===== config.mk =====
export PLATFORM = sky130hd
export DESIGN_NAME = blk_seq
export DESIGN_NICKNAME = d
export VERILOG_FILES = /design/src/rtl/blk_seq_pkg.sv /design/src/rtl/blk_seq_step.sv /design/src/rtl/blk_seq_flags.sv /design/src/rtl/blk_seq_ctrl.sv /design/src/rtl/blk_seq.sv
export SDC_FILE = /design/constraint.sdc
export NUM_CORES = 1
export LEC_CHECK = 0
export CAP_MARGIN = 20
export CORE_ASPECT_RATIO = 1.25
export CORE_UTILIZATION = 39
export CTS_CLUSTER_DIAMETER = 50
export DETAILED_ROUTE_END_ITERATION = 7
export GPL_ROUTABILITY_DRIVEN = 0
export PLACE_DENSITY = 0.79
export REMOVE_ABC_BUFFERS = 1
export SLEW_MARGIN = 20
export SYNTH_ARGS = -nofsm -noshare
export SYNTH_HDL_FRONTEND = slang
export SYNTH_SLANG_ARGS = --single-unit

===== constraint.sdc =====
create_clock -name clk_i -period 4.5 [get_ports clk_i]
set_clock_uncertainty 0.05 [all_clocks]
set_input_delay 1.125 -clock clk_i [delete_from_list [all_inputs] [get_ports clk_i]]
set_output_delay 1.125 -clock clk_i [all_outputs]
set_load 0.005 [all_outputs]

===== src/rtl/blk_seq_pkg.sv =====
package blk_seq_pkg;
  typedef enum logic [1:0] {OP_COPY = 2'd0, OP_CMP = 2'd1, OP_IN = 2'd2, OP_OUT = 2'd3} op_e;
  typedef enum logic [1:0] {ST_IDLE = 2'd0, ST_RD = 2'd1, ST_WR = 2'd2} st_e;
  localparam int F_C  = 0;
  localparam int F_N  = 1;
  localparam int F_PV = 2;
  localparam int F_X  = 3;
  localparam int F_H  = 4;
  localparam int F_Y  = 5;
  localparam int F_Z  = 6;
  localparam int F_S  = 7;
endpackage


===== src/rtl/blk_seq_step.sv =====
module blk_seq_step
  import blk_seq_pkg::*;
#(
  parameter int ADDR_W = 16
) (
  input  op_e               op_i,
  input  logic              dec_i,
  input  logic              pinc_i,
  input  logic [ADDR_W-1:0] hl_i,
  input  logic [ADDR_W-1:0] de_i,
  input  logic [ADDR_W-1:0] bc_i,
  output logic [ADDR_W-1:0] hl_n_o,
  output logic [ADDR_W-1:0] de_n_o,
  output logic [ADDR_W-1:0] bc_n_o,
  output logic              bc_zero_o,
  output logic              b_zero_o
);
  localparam int HALF_W = ADDR_W / 2;

  logic [ADDR_W-1:0] stp;
  logic [HALF_W-1:0] b_cur, c_cur, b_dec, c_nxt;
  logic              is_io;

  always_comb begin
    stp    = dec_i ? '1 : ADDR_W'(1);
    is_io  = (op_i == OP_IN) || (op_i == OP_OUT);
    b_cur  = bc_i[ADDR_W-1:HALF_W];
    c_cur  = bc_i[HALF_W-1:0];
    b_dec  = b_cur - HALF_W'(1);
    // incrementing-port output: port byte walks with the pointer
    c_nxt  = (op_i == OP_OUT && pinc_i) ? c_cur + stp[HALF_W-1:0] : c_cur;
    hl_n_o = hl_i + stp;
    de_n_o = (op_i == OP_COPY) ? de_i + stp : de_i;
    bc_n_o = is_io ? {b_dec, c_nxt} : bc_i - ADDR_W'(1);
    bc_zero_o = (bc_n_o == '0);
    b_zero_o  = (bc_n_o[ADDR_W-1:HALF_W] == '0);
  end
endmodule


===== src/rtl/blk_seq_flags.sv =====
module blk_seq_flags
  import blk_seq_pkg::*;
#(
  parameter int DATA_W = 8
) (
  input  op_e               op_i,
  input  logic              exact_i,
  input  logic [DATA_W-1:0] acc_i,
  input  logic [DATA_W-1:0] dat_i,
  input  logic [7:0]        flags_i,
  input  logic              bc_zero_i,
  input  logic              b_zero_i,
  output logic [7:0]        flags_n_o,
  output logic              more_o
);
  localparam int HBIT = DATA_W / 2;

  logic [DATA_W-1:0] sum, diff, adj;
  logic              half, hit;

  always_comb begin
    sum  = acc_i + dat_i;
    diff = acc_i - dat_i;
    half = acc_i[HBIT] ^ dat_i[HBIT] ^ diff[HBIT];
    adj  = diff - DATA_W'(half);
    hit  = (diff == '0);
    flags_n_o = flags_i;
    more_o    = 1'b0;
    unique case (op_i)
      OP_COPY: begin
        flags_n_o[F_H]  = 1'b0;
        flags_n_o[F_N]  = 1'b0;
        flags_n_o[F_PV] = !bc_zero_i;
        if (exact_i) begin
          flags_n_o[F_Y] = sum[1];
          flags_n_o[F_X] = sum[3];
        end
        more_o = !bc_zero_i;
      end
      OP_CMP: begin
        flags_n_o[F_S]  = diff[DATA_W-1];
        flags_n_o[F_Z]  = hit;
        flags_n_o[F_H]  = half;
        flags_n_o[F_N]  = 1'b1;
        flags_n_o[F_PV] = !bc_zero_i;
        flags_n_o[F_Y]  = exact_i ? adj[1] : diff[5];
        flags_n_o[F_X]  = exact_i ? adj[3] : diff[3];
        more_o = !bc_zero_i && !hit;
      end
      default: begin
        flags_n_o[F_Z] = b_zero_i;
        flags_n_o[F_N] = 1'b1;
        more_o = !b_zero_i;
      end
    endcase
  end
endmodule


===== src/rtl/blk_seq_ctrl.sv =====
module blk_seq_ctrl
  import blk_seq_pkg::*;
(
  input  logic clk_i,
  input  logic rst_ni,
  input  logic start_i,
  input  op_e  op_i,
  input  logic rep_i,
  input  logic more_i,
  input  logic mem_rdy_i,
  input  logic io_rdy_i,
  output st_e  st_o,
  output logic load_o,
  output logic cap_o,
  output logic upd_o,
  output logic done_o
);
  st_e  st_q, st_d;
  logic rdy, cont, done_q;

  always_comb begin
    if (st_q == ST_RD) rdy = (op_i == OP_IN)  ? io_rdy_i : mem_rdy_i;
    else               rdy = (op_i == OP_OUT) ? io_rdy_i : mem_rdy_i;
    load_o = (st_q == ST_IDLE) && start_i;
    cap_o  = (st_q == ST_RD) && rdy && (op_i != OP_CMP);
    upd_o  = rdy && (((st_q == ST_RD) && (op_i == OP_CMP)) || (st_q == ST_WR));
    cont   = rep_i && more_i;
    st_d   = st_q;
    unique case (st_q)
      ST_IDLE: if (start_i) st_d = ST_RD;
      ST_RD:   if (cap_o)   st_d = ST_WR;
      default: ;
    endcase
    if (upd_o) st_d = cont ? ST_RD : ST_IDLE;
  end

  always_ff @(posedge clk_i or negedge rst_ni) begin
    if (!rst_ni) begin
      st_q   <= ST_IDLE;
      done_q <= 1'b0;
    end else begin
      st_q   <= st_d;
      done_q <= upd_o && !cont;
    end
  end

  assign st_o   = st_q;
  assign done_o = done_q;

  AST_NO_UPD_IDLE: assert property (@(posedge clk_i) disable iff (!rst_ni)
    (st_q == ST_IDLE) |-> !upd_o);
  AST_START_BUSY: assert property (@(posedge clk_i) disable iff (!rst_ni)
    load_o |=> (st_q == ST_RD));
endmodule


===== src/rtl/blk_seq.sv =====
module blk_seq
  import blk_seq_pkg::*;
#(
  parameter int ADDR_W = 16,
  parameter int DATA_W = 8
) (
  input  logic              clk_i,
  input  logic              rst_ni,
  input  logic              start_i,
  input  logic [1:0]        cmd_op_i,
  input  logic              cmd_dec_i,
  input  logic              cmd_rep_i,
  input  logic              cmd_exact_i,
  input  logic              cmd_portinc_i,
  input  logic [ADDR_W-1:0] hl_i,
  input  logic [ADDR_W-1:0] de_i,
  input  logic [ADDR_W-1:0] bc_i,
  input  logic [DATA_W-1:0] acc_i,
  input  logic [7:0]        flags_i,
  output logic [ADDR_W-1:0] mem_addr_o,
  output logic              mem_rd_o,
  output logic              mem_wr_o,
  output logic [DATA_W-1:0] mem_wdata_o,
  input  logic [DATA_W-1:0] mem_rdata_i,
  input  logic              mem_rdy_i,
  output logic [ADDR_W-1:0] io_addr_o,
  output logic              io_rd_o,
  output logic              io_wr_o,
  output logic [DATA_W-1:0] io_wdata_o,
  input  logic [DATA_W-1:0] io_rdata_i,
  input  logic              io_rdy_i,
  output logic [ADDR_W-1:0] hl_o,
  output logic [ADDR_W-1:0] de_o,
  output logic [ADDR_W-1:0] bc_o,
  output logic [7:0]        flags_o,
  output logic              busy_o,
  output logic              done_o
);
  localparam int HALF_W = ADDR_W / 2;

  op_e               op_q;
  logic              dec_q, rep_q, exact_q, pinc_q;
  logic [ADDR_W-1:0] hl_q, de_q, bc_q;
  logic [DATA_W-1:0] acc_q, dat_q, dat_use, rd_data;
  logic [7:0]        flg_q, flg_n;
  logic [ADDR_W-1:0] hl_n, de_n, bc_n;
  logic              bc_zero, b_zero, more;
  st_e               st;
  logic              load, cap, upd;

  blk_seq_ctrl u_ctrl (
    .clk_i, .rst_ni, .start_i,
    .op_i(op_q), .rep_i(rep_q), .more_i(more),
    .mem_rdy_i, .io_rdy_i,
    .st_o(st), .load_o(load), .cap_o(cap), .upd_o(upd), .done_o(done_o)
  );

  blk_seq_step #(.ADDR_W(ADDR_W)) u_step (
    .op_i(op_q), .dec_i(dec_q), .pinc_i(pinc_q),
    .hl_i(hl_q), .de_i(de_q), .bc_i(bc_q),
    .hl_n_o(hl_n), .de_n_o(de_n), .bc_n_o(bc_n),
    .bc_zero_o(bc_zero), .b_zero_o(b_zero)
  );

  blk_seq_flags #(.DATA_W(DATA_W)) u_flags (
    .op_i(op_q), .exact_i(exact_q), .acc_i(acc_q), .dat_i(dat_use),
    .flags_i(flg_q), .bc_zero_i(bc_zero), .b_zero_i(b_zero),
    .flags_n_o(flg_n), .more_o(more)
  );

  // search consumes the read byte in the same cycle it arrives
  assign rd_data = (op_q == OP_IN) ? io_rdata_i : mem_rdata_i;
  assign dat_use = (op_q == OP_CMP) ? mem_rdata_i : dat_q;

  always_ff @(posedge clk_i or negedge rst_ni) begin
    if (!rst_ni) begin
      op_q    <= OP_COPY;
      dec_q   <= 1'b0;
      rep_q   <= 1'b0;
      exact_q <= 1'b0;
      pinc_q  <= 1'b0;
      hl_q    <= '0;
      de_q    <= '0;
      bc_q    <= '0;
      acc_q   <= '0;
      flg_q   <= '0;
      dat_q   <= '0;
    end else if (load) begin
      op_q    <= op_e'(cmd_op_i);
      dec_q   <= cmd_dec_i;
      rep_q   <= cmd_rep_i;
      exact_q <= cmd_exact_i;
      pinc_q  <= cmd_portinc_i;
      hl_q    <= hl_i;
      de_q    <= de_i;
      bc_q    <= bc_i;
      acc_q   <= acc_i;
      flg_q   <= flags_i;
    end else begin
      if (cap) dat_q <= rd_data;
      if (upd) begin
        hl_q  <= hl_n;
        de_q  <= de_n;
        bc_q  <= bc_n;
        flg_q <= flg_n;
      end
    end
  end

  always_comb begin
    mem_rd_o    = (st == ST_RD) && (op_q != OP_IN);
    io_rd_o     = (st == ST_RD) && (op_q == OP_IN);
    mem_wr_o    = (st == ST_WR) && (op_q != OP_OUT);
    io_wr_o     = (st == ST_WR) && (op_q == OP_OUT);
    mem_addr_o  = (st == ST_WR && op_q == OP_COPY) ? de_q : hl_q;
    io_addr_o   = (op_q == OP_OUT && pinc_q) ? {{HALF_W{1'b0}}, bc_q[HALF_W-1:0]} : bc_q;
    mem_wdata_o = dat_q;
    io_wdata_o  = dat_q;
  end

  assign hl_o    = hl_q;
  assign de_o    = de_q;
  assign bc_o    = bc_q;
  assign flags_o = flg_q;
  assign busy_o  = (st != ST_IDLE);

  AST_ONE_STROBE: assert property (@(posedge clk_i) disable iff (!rst_ni)
    $onehot0({mem_rd_o, mem_wr_o, io_rd_o, io_wr_o}));
  AST_RD_HOLD: assert property (@(posedge clk_i) disable iff (!rst_ni)
    (mem_rd_o && !mem_rdy_i) |=> (mem_rd_o && $stable(mem_addr_o)));
  AST_REG_HOLD: assert property (@(posedge clk_i) disable iff (!rst_ni)
    (busy_o && !upd) |=> ($stable(hl_o) && $stable(bc_o) && $stable(de_o)));
  AST_DONE_PULSE: assert property (@(posedge clk_i) disable iff (!rst_ni)
    done_o |=> !done_o);
  AST_DONE_IDLE: assert property (@(posedge clk_i) disable iff (!rst_ni)
    done_o |-> !busy_o);
  AST_COPY_COUNT: assert property (@(posedge clk_i) disable iff (!rst_ni)
    (upd && op_q == OP_COPY) |=> (bc_o == $past(bc_o) - ADDR_W'(1)));
  AST_CMP_NO_WR: assert property (@(posedge clk_i) disable iff (!rst_ni)
    (busy_o && op_q == OP_CMP) |-> (!mem_wr_o && !io_wr_o));
  AST_CMP_N: assert property (@(posedge clk_i) disable iff (!rst_ni)
    (upd && op_q == OP_CMP) |=> flags_o[F_N]);
  AST_IO_ZERO: assert property (@(posedge clk_i) disable iff (!rst_ni)
    (upd && (op_q == OP_IN || op_q == OP_OUT)) |=>
      (flags_o[F_Z] == (bc_o[ADDR_W-1:HALF_W] == '0)));
  AST_PORT_STEP: assert property (@(posedge clk_i) disable iff (!rst_ni)
    (upd && op_q == OP_OUT && pinc_q && !dec_q) |=>
      (bc_o[HALF_W-1:0] == $past(bc_o[HALF_W-1:0]) + HALF_W'(1)));
endmodule


# Yosys cells after proc, flatten, opt, wreduce, memory -nomap -nowiden
# Index checks and enable logic that the tools add are counted.
# W data, S select, Z words.
[op_classes] addsub=8 eq_ne=12 n_mux=33 bitwise=3 n_reduce_logical=38
[op_table] operator="$mux W16" count=11
[op_table] operator="$mux W8" count=5
[op_table] operator="$add A16 B16 Y16" count=2
[op_table] operator="$logic_not A16 Y1" count=1
[op_table] operator="$logic_not A8 Y1" count=2
[op_table] operator="$sub A16 B1 Y16 const B" count=1
[op_table] operator="$logic_and A1 B1 Y1" count=14
[op_table] operator="$mux W1" count=10
[op_table] operator="$reduce_and A2 Y1" count=5
[op_table] operator="$add A8 B8 Y8" count=1
[op_table] operator="$pmux W4 S2" count=1
[op_table] operator="$reduce_bool A2 Y1" count=4
[op_table] operator="$sub A8 B1 Y8 const B" count=1
[op_table] operator="$sub A8 B8 Y8" count=1
[op_table] operator="$eq A2 B2 Y1 const B" count=3
[op_table] operator="$mux W2" count=3
[op_table] operator="$ne A2 B2 Y1 const B" count=3
[op_table] operator="$ne A3 B2 Y1 const B" count=2
[op_table] operator="$reduce_and A3 Y1" count=2
[op_table] operator="$reduce_bool A3 Y1" count=2
[op_table] operator="$add A4 B4 Y4" count=1
[op_table] operator="$eq A2 B1 Y1 const B" count=2
[op_table] operator="$logic_not A1 Y1" count=4
[op_table] operator="$logic_not A2 Y1" count=2
[op_table] operator="other kinds (8)" count=11
[word_totals] ff_bits=81 inputBits=91 word_cells=112

# Depth between registers and ports, before layout
# Gate-level depths: netlist (run 1).
[depth] depth_word=11 mapped_depth=15

# Hierarchy
# From an unflattened synthesis (run 1), not the netlist that was laid out.
[hier_totals] hier_cells=855 hier_area_um2=7383.3
[by_module_without_submodules] mod="blk_seq" instances=1 cells_each=368 area_per_inst_um2=3966.3 seq_area_each_um2=1951.9
[by_module_without_submodules] mod="blk_seq_step" instances=1 cells_each=354 area_per_inst_um2=2411.1 seq_area_each_um2=0.0
[by_module_without_submodules] mod="blk_seq_flags" instances=1 cells_each=87 area_per_inst_um2=634.4 seq_area_each_um2=0.0
[by_module_without_submodules] mod="blk_seq_ctrl" instances=1 cells_each=46 area_per_inst_um2=371.6 seq_area_each_um2=75.1

# Least setup slack after synthesis (run 1)
# OpenSTA, ideal clock, no wires.
[synth_path] kind="register to register" startpoint="register op_q[1]" endpoint="register flg_q[6], in the netlist flags_o[6]" setup_ps=77 arrival_time_ps=3270 t_required_ps=4373 setup_slack_ps=1102 path_stages_with_launch=16 path_buffers=1 path_cell_list="dfrtp_1 -> clkinv_1 -> nand2_1 -> buf_1 -> mux2_2 -> ha_1 -> inv_1 -> fa_1 -> a21o_1 -> a21oi_1 -> mux2_2 -> nor4_1 -> a2bb2oi_1 -> nand2_1 -> o21ai_1 -> a21oi_1"
[synth_between] elab_chain_cells=7
[synth_lines] element="from (decl)" line_no="blk_seq.sv:41" rtl="op_e op_q;"
[synth_lines] element="from (signal assigned)" line_no="blk_seq.sv:89" rtl="op_q <= op_e'(cmd_op_i);"
[synth_lines] element="$eq A2 B1 Y1 (tied with other cells)" line_no="blk_seq_flags.sv:29, blk_seq_ctrl.sv:26, blk_seq.sv:73"
[synth_lines] element="$mux W8 / $logic_or A1 B1 Y1 (equally long branches)" line_no="blk_seq.sv:73, blk_seq_step.sv:26"
[synth_lines] element="$sub A8 B8 Y8 / $mux W16 (equally long branches)" line_no="blk_seq_flags.sv:23, blk_seq_step.sv:34"
[synth_lines] element="$logic_not A8 Y1 (on tied branches)" line_no="blk_seq_flags.sv:26, blk_seq_step.sv:36"
[synth_lines] element="$pmux W1 S2" line_no="blk_seq_flags.sv:29" rtl="unique case (op_i)"
[synth_lines] element="$mux W8" line_no="blk_seq.sv:101" rtl="if (upd) begin"
[synth_lines] element="$mux W8" line_no="blk_seq.sv:88" rtl="end else if (load) begin"
[synth_lines] element="to (signal assigned)" line_no="blk_seq.sv:98" rtl="flg_q <= flags_i;"
[synth_lines] element="to (signal assigned)" line_no="blk_seq.sv:105" rtl="flg_q <= flg_n;"
[synth_lines] element="to (decl)" line_no="blk_seq.sv:45" rtl="logic [7:0] flg_q, flg_n;"
# Parallel ways exist; a longest one is shown, timed or not. The select of a mux whose other input is x is not followed.
# A chain may end at the register's enable or synchronous reset.

# Final worst setup path (run 1)
[layout_path] startpoint="input mem_rdata_i[0]" endpoint="register u_ctrl.st_q[0], in the netlist u_ctrl.st_o[0]"
[layout_between] elab_chain_cells=9
[layout_lines] element="from (decl)" line_no="blk_seq.sv:24" rtl="input logic [DATA_W-1:0] mem_rdata_i,"
[layout_lines] element="$mux W8" line_no="blk_seq.sv:73" rtl="assign dat_use = (op_q == OP_CMP) ? mem_rdata_i : dat_q;"
[layout_lines] element="$sub A8 B8 Y8" line_no="blk_seq_flags.sv:23" rtl="diff = acc_i - dat_i;"
[layout_lines] element="$logic_not A8 Y1" line_no="blk_seq_flags.sv:26" rtl="hit = (diff == '0);"
[layout_lines] element="$logic_not A1 Y1" line_no="blk_seq_flags.sv:48" rtl="more_o = !bc_zero_i && !hit;"
[layout_lines] element="$logic_and A1 B1 Y1" line_no="blk_seq_flags.sv:48"
[layout_lines] element="$pmux W1 S2" line_no="blk_seq_flags.sv:29"
[layout_lines] element="$logic_and A1 B1 Y1" line_no="blk_seq_ctrl.sv:27" rtl="cont = rep_i && more_i;"
[layout_lines] element="$mux W1" line_no="blk_seq_ctrl.sv:34" rtl="if (upd_o) st_d = cont ? ST_RD : ST_IDLE;"
[layout_lines] element="$mux W2" line_no="blk_seq_ctrl.sv:34"
[layout_lines] element="to (signal assigned)" line_no="blk_seq_ctrl.sv:42" rtl="st_q <= st_d;"
[layout_lines] element="to (decl)" line_no="blk_seq_ctrl.sv:18" rtl="st_e st_q, st_d;"
# No other way between the ends.

==> results.json, run 1 <==
{
  "status": "finished clean",
  "die_h_um": 145,
  "rsz0062_at_grt": "false",
  "setup_tns_ps": 0,
  "synth_common_cells": "nand2_1 (116), dfrtp_1 (81), nor2_1 (71)",
  "setup_viol": 0,
  "initial_utilization_pct": 39.7,
  "ir_drop_mv": 0.438,
  "drive_gt1_share_pct": 6.18,
  "synth_edf_count": 0,
  "viasPerCell": 5.46,
  "leakage_uw": 0.00384,
  "syn_inst": 786,
  "clock_path_buffers": 2,
  "fp.coreArea_mm2": 0.0161,
  "numCtsBuffers": 9,
  "period_needed_ps": 3910,
  "rows": 52,
  "placed_cell_area_mm2": 0.00856,
  "post-dp-hpwl_mm": 14.4,
  "clock_latency_ps": 350,
  "synth_top_area_share_pct": 31.7,
  "ios": 201,
  "slew_viol_final": 0,
  "maxCapViolations": 0,
  "finalWirelength_mm": 19.9,
  "regArea_mm2": 0.00203,
  "yosys.cell_types.count": 59,
  "cts.clk_slew.worst_paths_ps": 60,
  "min_period_over_period_pct": 86.9,
  "antenna_found_initial": 0,
  "holdBufCountCts": 0,
  "multi_input_area_mm2": 0.00404,
  "syn_area_mm2": 0.00640,
  "grt_pass1_vias": 6433,
  "power.density_mw_per_mm2": 861,
  "hold_viol_final": 0,
  "r2r_setup_slack_ps": 830,
  "cts_tree": "yes",
  "first_pass_iters": 5,
  "drc": 0,
  "diodes": 0,
  "end_kind": "flop",
  "initialDrtViolationCount": 273,
  "io_buffers": 200,
  "r2r_cells": 14,
  "ys_seq_elements": 81,
  "max_freq_mhz": 256,
  "grt_start_max_net_pins": 54,
  "clock-sinks": 81,
  "syn_area_per_cell_um2": 8.14,
  "yosysWarnings": 0,
  "yosysSeqAreaShare_pct": 31.7,
  "timing.slew.headroom_pct": 36.2,
  "hp-class": "flop to flop",
  "hp-start": "acc_q[5]$_DFFE_PN0P_",
  "nFillCells": 1522,
  "dieArea_mm2": 0.0169,
  "async_flop_share_pct": 100,
  "via_count": 6482,
  "grt_first_pass_wirelength_mm": 32.1,
  "worstMarginPinSlew_ps": 957,
  "crit_fanout": 4,
  "hold_depth": 2,
  "synth_most_common_cell": "nand2_1",
  "chipWidth_um": 117,
  "cp.required_ps": 4660,
  "hold_end": "acc_q[5]$_DFFE_PN0P_",
  "post_cts_buffers": 0,
  "routedWlPerCell_um": 16.8,
  "synth_top_area_cell": "dfrtp_1",
  "synthTopCellsByArea": "dfrtp_1 (32%), ha_1 (9.0%), nand2_1 (6.8%), o21ai_0 (5.2%), a21oi_1 (4.5%)",
  "grt_overflow": 0,
  "area_delta_synth_final_pct": 38.4,
  "postRouteAntennaNets": 0,
  "grt.total_usage_pct": 24.2,
  "cts_resized": 0,
  "worstPathArrival_ps": 4070,
  "htreeDepth": 3,
  "cts_root_buf": "clkbuf_16",
  "worstReg2RegStart": "op_q[1]$_DFFE_PN0P_",
  "path_class": "input pin to flop",
  "fin_nets": 1107,
  "r2r_end": "u_ctrl.st_o[0]$_DFFE_PN0P_",
  "fin_area_mm2": 0.00886,
  "ys.flop_type": "dfrtp_1",
  "post-route-util_pct": 54.9,
  "start_kind": "input pin"
}
-- sequential cells by signal (all words and copies together) (netlist names) --
register	count
bc_o	16
de_o	16
hl_o	16
acc_q	8
flags_o	8
io_wdata_o	8
op_q	2
u_ctrl.st_o	2
dec_q	1
exact_q	1
pinc_q	1
rep_q	1
u_ctrl.done_o	1
-- through the flow --
| step | hold slack, ps | worst slack, ps | std cells | total power [uW] |
|---|---|---|---|---|
| after floorplan | 402 | 790 | 740 | 4790 |
| after global placement | 411 | 295 | 1171 | 6710 |
| after detailed placement | 428 | 241 | 1171 | 6820 |
| after CTS | 442 | 608 | 1187 | 7630 |
| after global routing | 469 | 348 | 1187 | 8330 |
| final | 437 | 591 | 1187 | 7630 |
-- final cells by class --
type	count	area share [%]
clock buffers	10	2.59
repair buffers	215	23.8
well taps	216	3.05
inverters	29	1.23
flip-flops and latches	81	22.9
clock inverters	6	0.763
multi-input cells	630	45.6
-- logic make-up after synthesis --
family	Yosys count	share of synthesized area, %
AO/OA/AOI/OAI	222	21.7
XOR/XNOR	45	6.16
adder cells (fa/ha/maj)	50	10.2
buffers and inverters	75	5.36
flip-flops	81	31.7
multiplexers	27	4.57
AND/OR/NAND/NOR	286	20.3
-- where the power goes --
| part | internal, uW | switching [uW] |
|---|---|---|
| Clock | 432 | 322 |
| Combinational | 2670 | 2610 |
| Sequential | 1090 | 497 |
-- worst max-delay path by stage --
stage / from / endpoint / slack [ps]
CTS: mem_rdata_i[0] / u_ctrl.st_o[0]$_DFFE_PN0P_ / 610
global placement: mem_rdata_i[0] / u_ctrl.st_o[0]$_DFFE_PN0P_ / 290
detailed placement: mem_rdata_i[0] / u_ctrl.st_o[0]$_DFFE_PN0P_ / 240
global route: mem_rdata_i[0] / flags_o[6]$_DFFE_PN0P_ / 350
floorplan: op_q[1]$_DFFE_PN0P_ / u_ctrl.st_o[0]$_DFFE_PN0P_ / 790
finish: mem_rdata_i[0] / u_ctrl.st_o[0]$_DFFE_PN0P_ / 590
-- layout by cell type (no fill, tap or decap), drive strengths merged, types with 3 or more instances in the layout --
| master | synthesis | final |
|---|---|---|
| a211o | 3 | 3 |
| a211oi | 6 | 6 |
| a21o | 15 | 15 |
| a21oi | 57 | 57 |
| a221o | 6 | 6 |
| a22oi | 18 | 18 |
| a31oi | 15 | 15 |
| and2 | 8 | 8 |
| and3 | 10 | 10 |
| buf | 20 | 16 |
| clkbuf | 26 | 10 |
| clkdlybuf4s50 | 0 | 199 |
| clkinv | 1 | 3 |
| dfrtp | 81 | 81 |
| fa | 4 | 4 |
| ha | 46 | 46 |
| inv | 28 | 29 |
| mux2 | 18 | 18 |
| mux2i | 9 | 9 |
| nand2 | 116 | 116 |
| nand2b | 7 | 7 |
| nand3 | 14 | 14 |
| nand4b | 3 | 3 |
| nor2 | 71 | 71 |
| nor2b | 7 | 7 |
| nor3 | 29 | 29 |
| nor4 | 5 | 5 |
| o211ai | 4 | 4 |
| o21a | 3 | 3 |
| o21ai | 69 | 69 |
| o21bai | 3 | 3 |
| o22ai | 3 | 3 |
| or3 | 8 | 8 |
| xnor2 | 27 | 27 |
| xor2 | 18 | 18 |
-- worst max-delay path: stages --
cell and delay, ps:
clkdlybuf4s50_1 480, mux2_2 170, ha_1 160, inv_1 50, fa_1 380, a21o_1 190
a21oi_1 300, mux2_2 380, nor4_1 440, a2bb2oi_1 170, nand3_1 120, o211ai_1 90
-- metal layers --
metal	up-vias	GRT usage (%)	routed length, um
met4	0	9.24	429
met3	27	3.80	1150
met5	-	0	0
met1	3089	29.5	8480
met2	220	42.0	9820
li1	3146	-	-
Power figures use the tool's default switching activity.
==> inputs of run 2 (changes only) <==
CORE_ASPECT_RATIO = 1.4   (was 1.25)
==> run 2 against run 1 <==
Net effect: combinational power fell by 0.8%; sequential power barely moved; utilization barely moved; first-iteration DRC count rose by 8.1%; flip-flop and latch count did not move; sequential share of layout area barely moved; global-route usage fell by 0.59 points; fmax fell by 3.3%; via count fell by 0.23%; critical path depth rose by 1; die area barely moved; largest power group unchanged; wire length fell by 0.81%.
==> results.json, run 2 (same netlist as run 1, synthesis figures left out) <==
{
  "start_kind": "input pin",
  "p_comb_share_pct": 69.1,
  "fp.coreArea_mm2": 0.0161,
  "via_count": 6467,
  "ir_drop_mv": 0.450,
  "grt_pass1_vias": 6382,
  "switching_power_uw": 3390,
  "pre_cts_ws_ps": 178,
  "crit_fanout": 4,
  "slew_viol_final": 0,
  "timing.slew.headroom_pct": 38.6,
  "finalWirelength_mm": 19.7,
  "r2r_end": "flags_o[6]$_DFFE_PN0P_",
  "cp-endpoint": "flags_o[6]$_DFFE_PN0P_",
  "chipWidth_um": 110,
  "diodes": 0,
  "cts.clk_slew.worst_paths_ps": 70,
  "fin_area_mm2": 0.00884,
  "cts_tree": "yes",
  "swShare_pct": 44.7,
  "worstPathArrival_ps": 4240,
  "max_freq_mhz": 247,
  "routedWlPerCell_um": 16.8,
  "hp-class": "flop to flop",
  "io_buffers": 200,
  "pwr-share-clk_pct": 9.9,
  "clock-sinks": 81,
  "rows": 55,
  "first_pass_iters": 5,
  "cts_root_buf": "clkbuf_16",
  "r2r_setup_slack_ps": 760,
  "path_class": "input pin to flop",
  "r2r_cells": 14,
  "grt_start_max_net_pins": 61,
  "cts_resized": 0,
  "drc": 0,
  "status": "finished clean",
  "end_kind": "flop",
  "power.density_mw_per_mm2": 857,
  "post-dp-hpwl_mm": 14.7,
  "dieArea_mm2": 0.0169,
  "fin_hold_ws_ps": 435,
  "setup_tns_ps": 0,
  "leakage_uw": 0.00385,
  "grt.total_usage_pct": 23.6,
  "area_delta_synth_final_pct": 38.2,
  "rsz0062_at_grt": "false",
  "crit_start": "mem_rdata_i[0]",
  "die_h_um": 154,
  "postRouteAntennaNets": 0,
  "drive_gt1_share_pct": 6.28,
  "clock_latency_ps": 330,
  "initial_utilization_pct": 39.7,
  "antenna_found_initial": 0,
  "numCtsBuffers": 9,
  "sequentialPowerShare_pct": 21.0,
  "htreeDepth": 3,
  "cp_top_family": "compound AO/OA/AOI/OAI gates",
  "grt_first_pass_wirelength_mm": 31.3,
  "setup_viol": 0,
  "initialDrtViolationCount": 295,
  "placed_cell_area_mm2": 0.00855,
  "p_int_uw": 4200,
  "fin_nets": 1108,
  "layout_common_cells": "clkdlybuf4s50_1 (199), nand2_1 (116), dfrtp_1 (81), nor2_1 (71), o21ai_0 (66)",
  "fin_ws_ps": 458,
  "path_depth": 13,
  "layout_commonest_cell": "clkdlybuf4s50_1",
  "grt_overflow": 0,
  "clock_path_buffers": 2,
  "maxCapViolations": 0,
  "path_cells": "clkdlybuf4s50_1 -> mux2_2 -> ha_1 -> inv_1 -> fa_1 -> a21o_1 -> a21oi_1 -> mux2_2 -> nor4_1 -> a2bb2oi_1 -> nand2_1 -> o21ai_1 -> a21oi_1",
  "critical_path.max_stage_delay_ps": 520,
  "viasPerCell": 5.52,
  "hold_viol_final": 0,
  "cp.required_ps": 4700,
  "post_cts_buffers": 0,
  "worstReg2RegStart": "op_q[1]$_DFFE_PN0P_",
  "holdBufCountCts": 0,
  "period_needed_ps": 4040,
  "min_period_over_period_pct": 89.8,
  "critPathBufInv": 2,
  "hp-start": "flags_o[0]$_DFFE_PN0P_",
  "critical-path-slowest-cell": "nor4_1",
  "worstMarginPinSlew_ps": 921,
  "ios": 201
}
==> run 2: changes by cell type in the layout (fill, tap and decap cells not counted) <==
| cell | delta |
|---|---|
| clkinv_4 | +2 |
| buf_4 | +1 |
| inv_6 | -1 |
| clkinvlp_4 | -1 |
==> run 2: layout make-up <==
class / count / area [um2]
well taps: 199 / 249
flip-flops and latches: 81 / 2030
repair buffers: 216 / 2120
clock inverters: 6 / 68.8
inverters: 29 / 109
clock buffers: 10 / 229
fillers: 1506 / 7260
multi-input cells: 630 / 4040
==> run 2: worst min path at each step <==
| stage | to | slack, ps | cells past startpoint |
|---|---|---|---|
| 2_1_floorplan | acc_q[3]$_DFFE_PN0P_ | 400 | 2 |
| 6_report | flags_o[0]$_DFFE_PN0P_ | 440 | 2 |
| 4_1_cts | acc_q[6]$_DFFE_PN0P_ | 440 | 2 |
| 3_5_place_dp | acc_q[6]$_DFFE_PN0P_ | 420 | 2 |
| 3_3_place_gp | flags_o[0]$_DFFE_PN0P_ | 410 | 2 |
| 5_1_grt | acc_q[6]$_DFFE_PN0P_ | 470 | 2 |
==> run 2: stage by stage <==
step	util [%]	std cells	total power [uW]
floorplan	-	740	4790
global placement	53.1	1155	6700
detailed placement	53.1	1155	6820
CTS	54.9	1171	7610
global route	54.9	1171	8270
finish	54.9	1171	7580
==> run 2: power groups by stage <==
stage | clock [uW] | sequential [uW] | combinational [uW]
after floorplan | 0 | 1520 | 3270
after global placement | 0 | 1590 | 5100
after detailed placement | 0 | 1600 | 5220
after CTS | 771 | 1590 | 5250
after global routing | 797 | 1650 | 5820
final | 751 | 1590 | 5240
==> run 2: layer usage <==
layer  wire length [um]  track usage, %  part of all wire, %  vias up
met5                  0               0                    0        -
met4                287            6.64                  1.5        0
met3               1200            4.41                  6.1       18
met2              10200            43.2                   52      193
met1               8000            27.2                   41     3113
li1                   -               -                    -     3143
==> run 2: worst register-to-register path, cell delays in order, from the launching register on <==
cell       delay, ps
dfrtp_1          380
clkinv_1          60
nand2_1          290
buf_4            300
mux2_2           240
inv_1             70
fa_1             430
a21o_1           200
a21oi_1          290
mux2_2           370
nor4_1           520
a2bb2oi_1        200
nand2_1           90
o21ai_1           60
a21oi_1          140
==> inputs of run 3 (changes only) <==
SKIP_CTS_REPAIR_TIMING = 1   (was default)
==> results of run 3 <==
Final layout, timing and power as in run 2 (identical DEF).
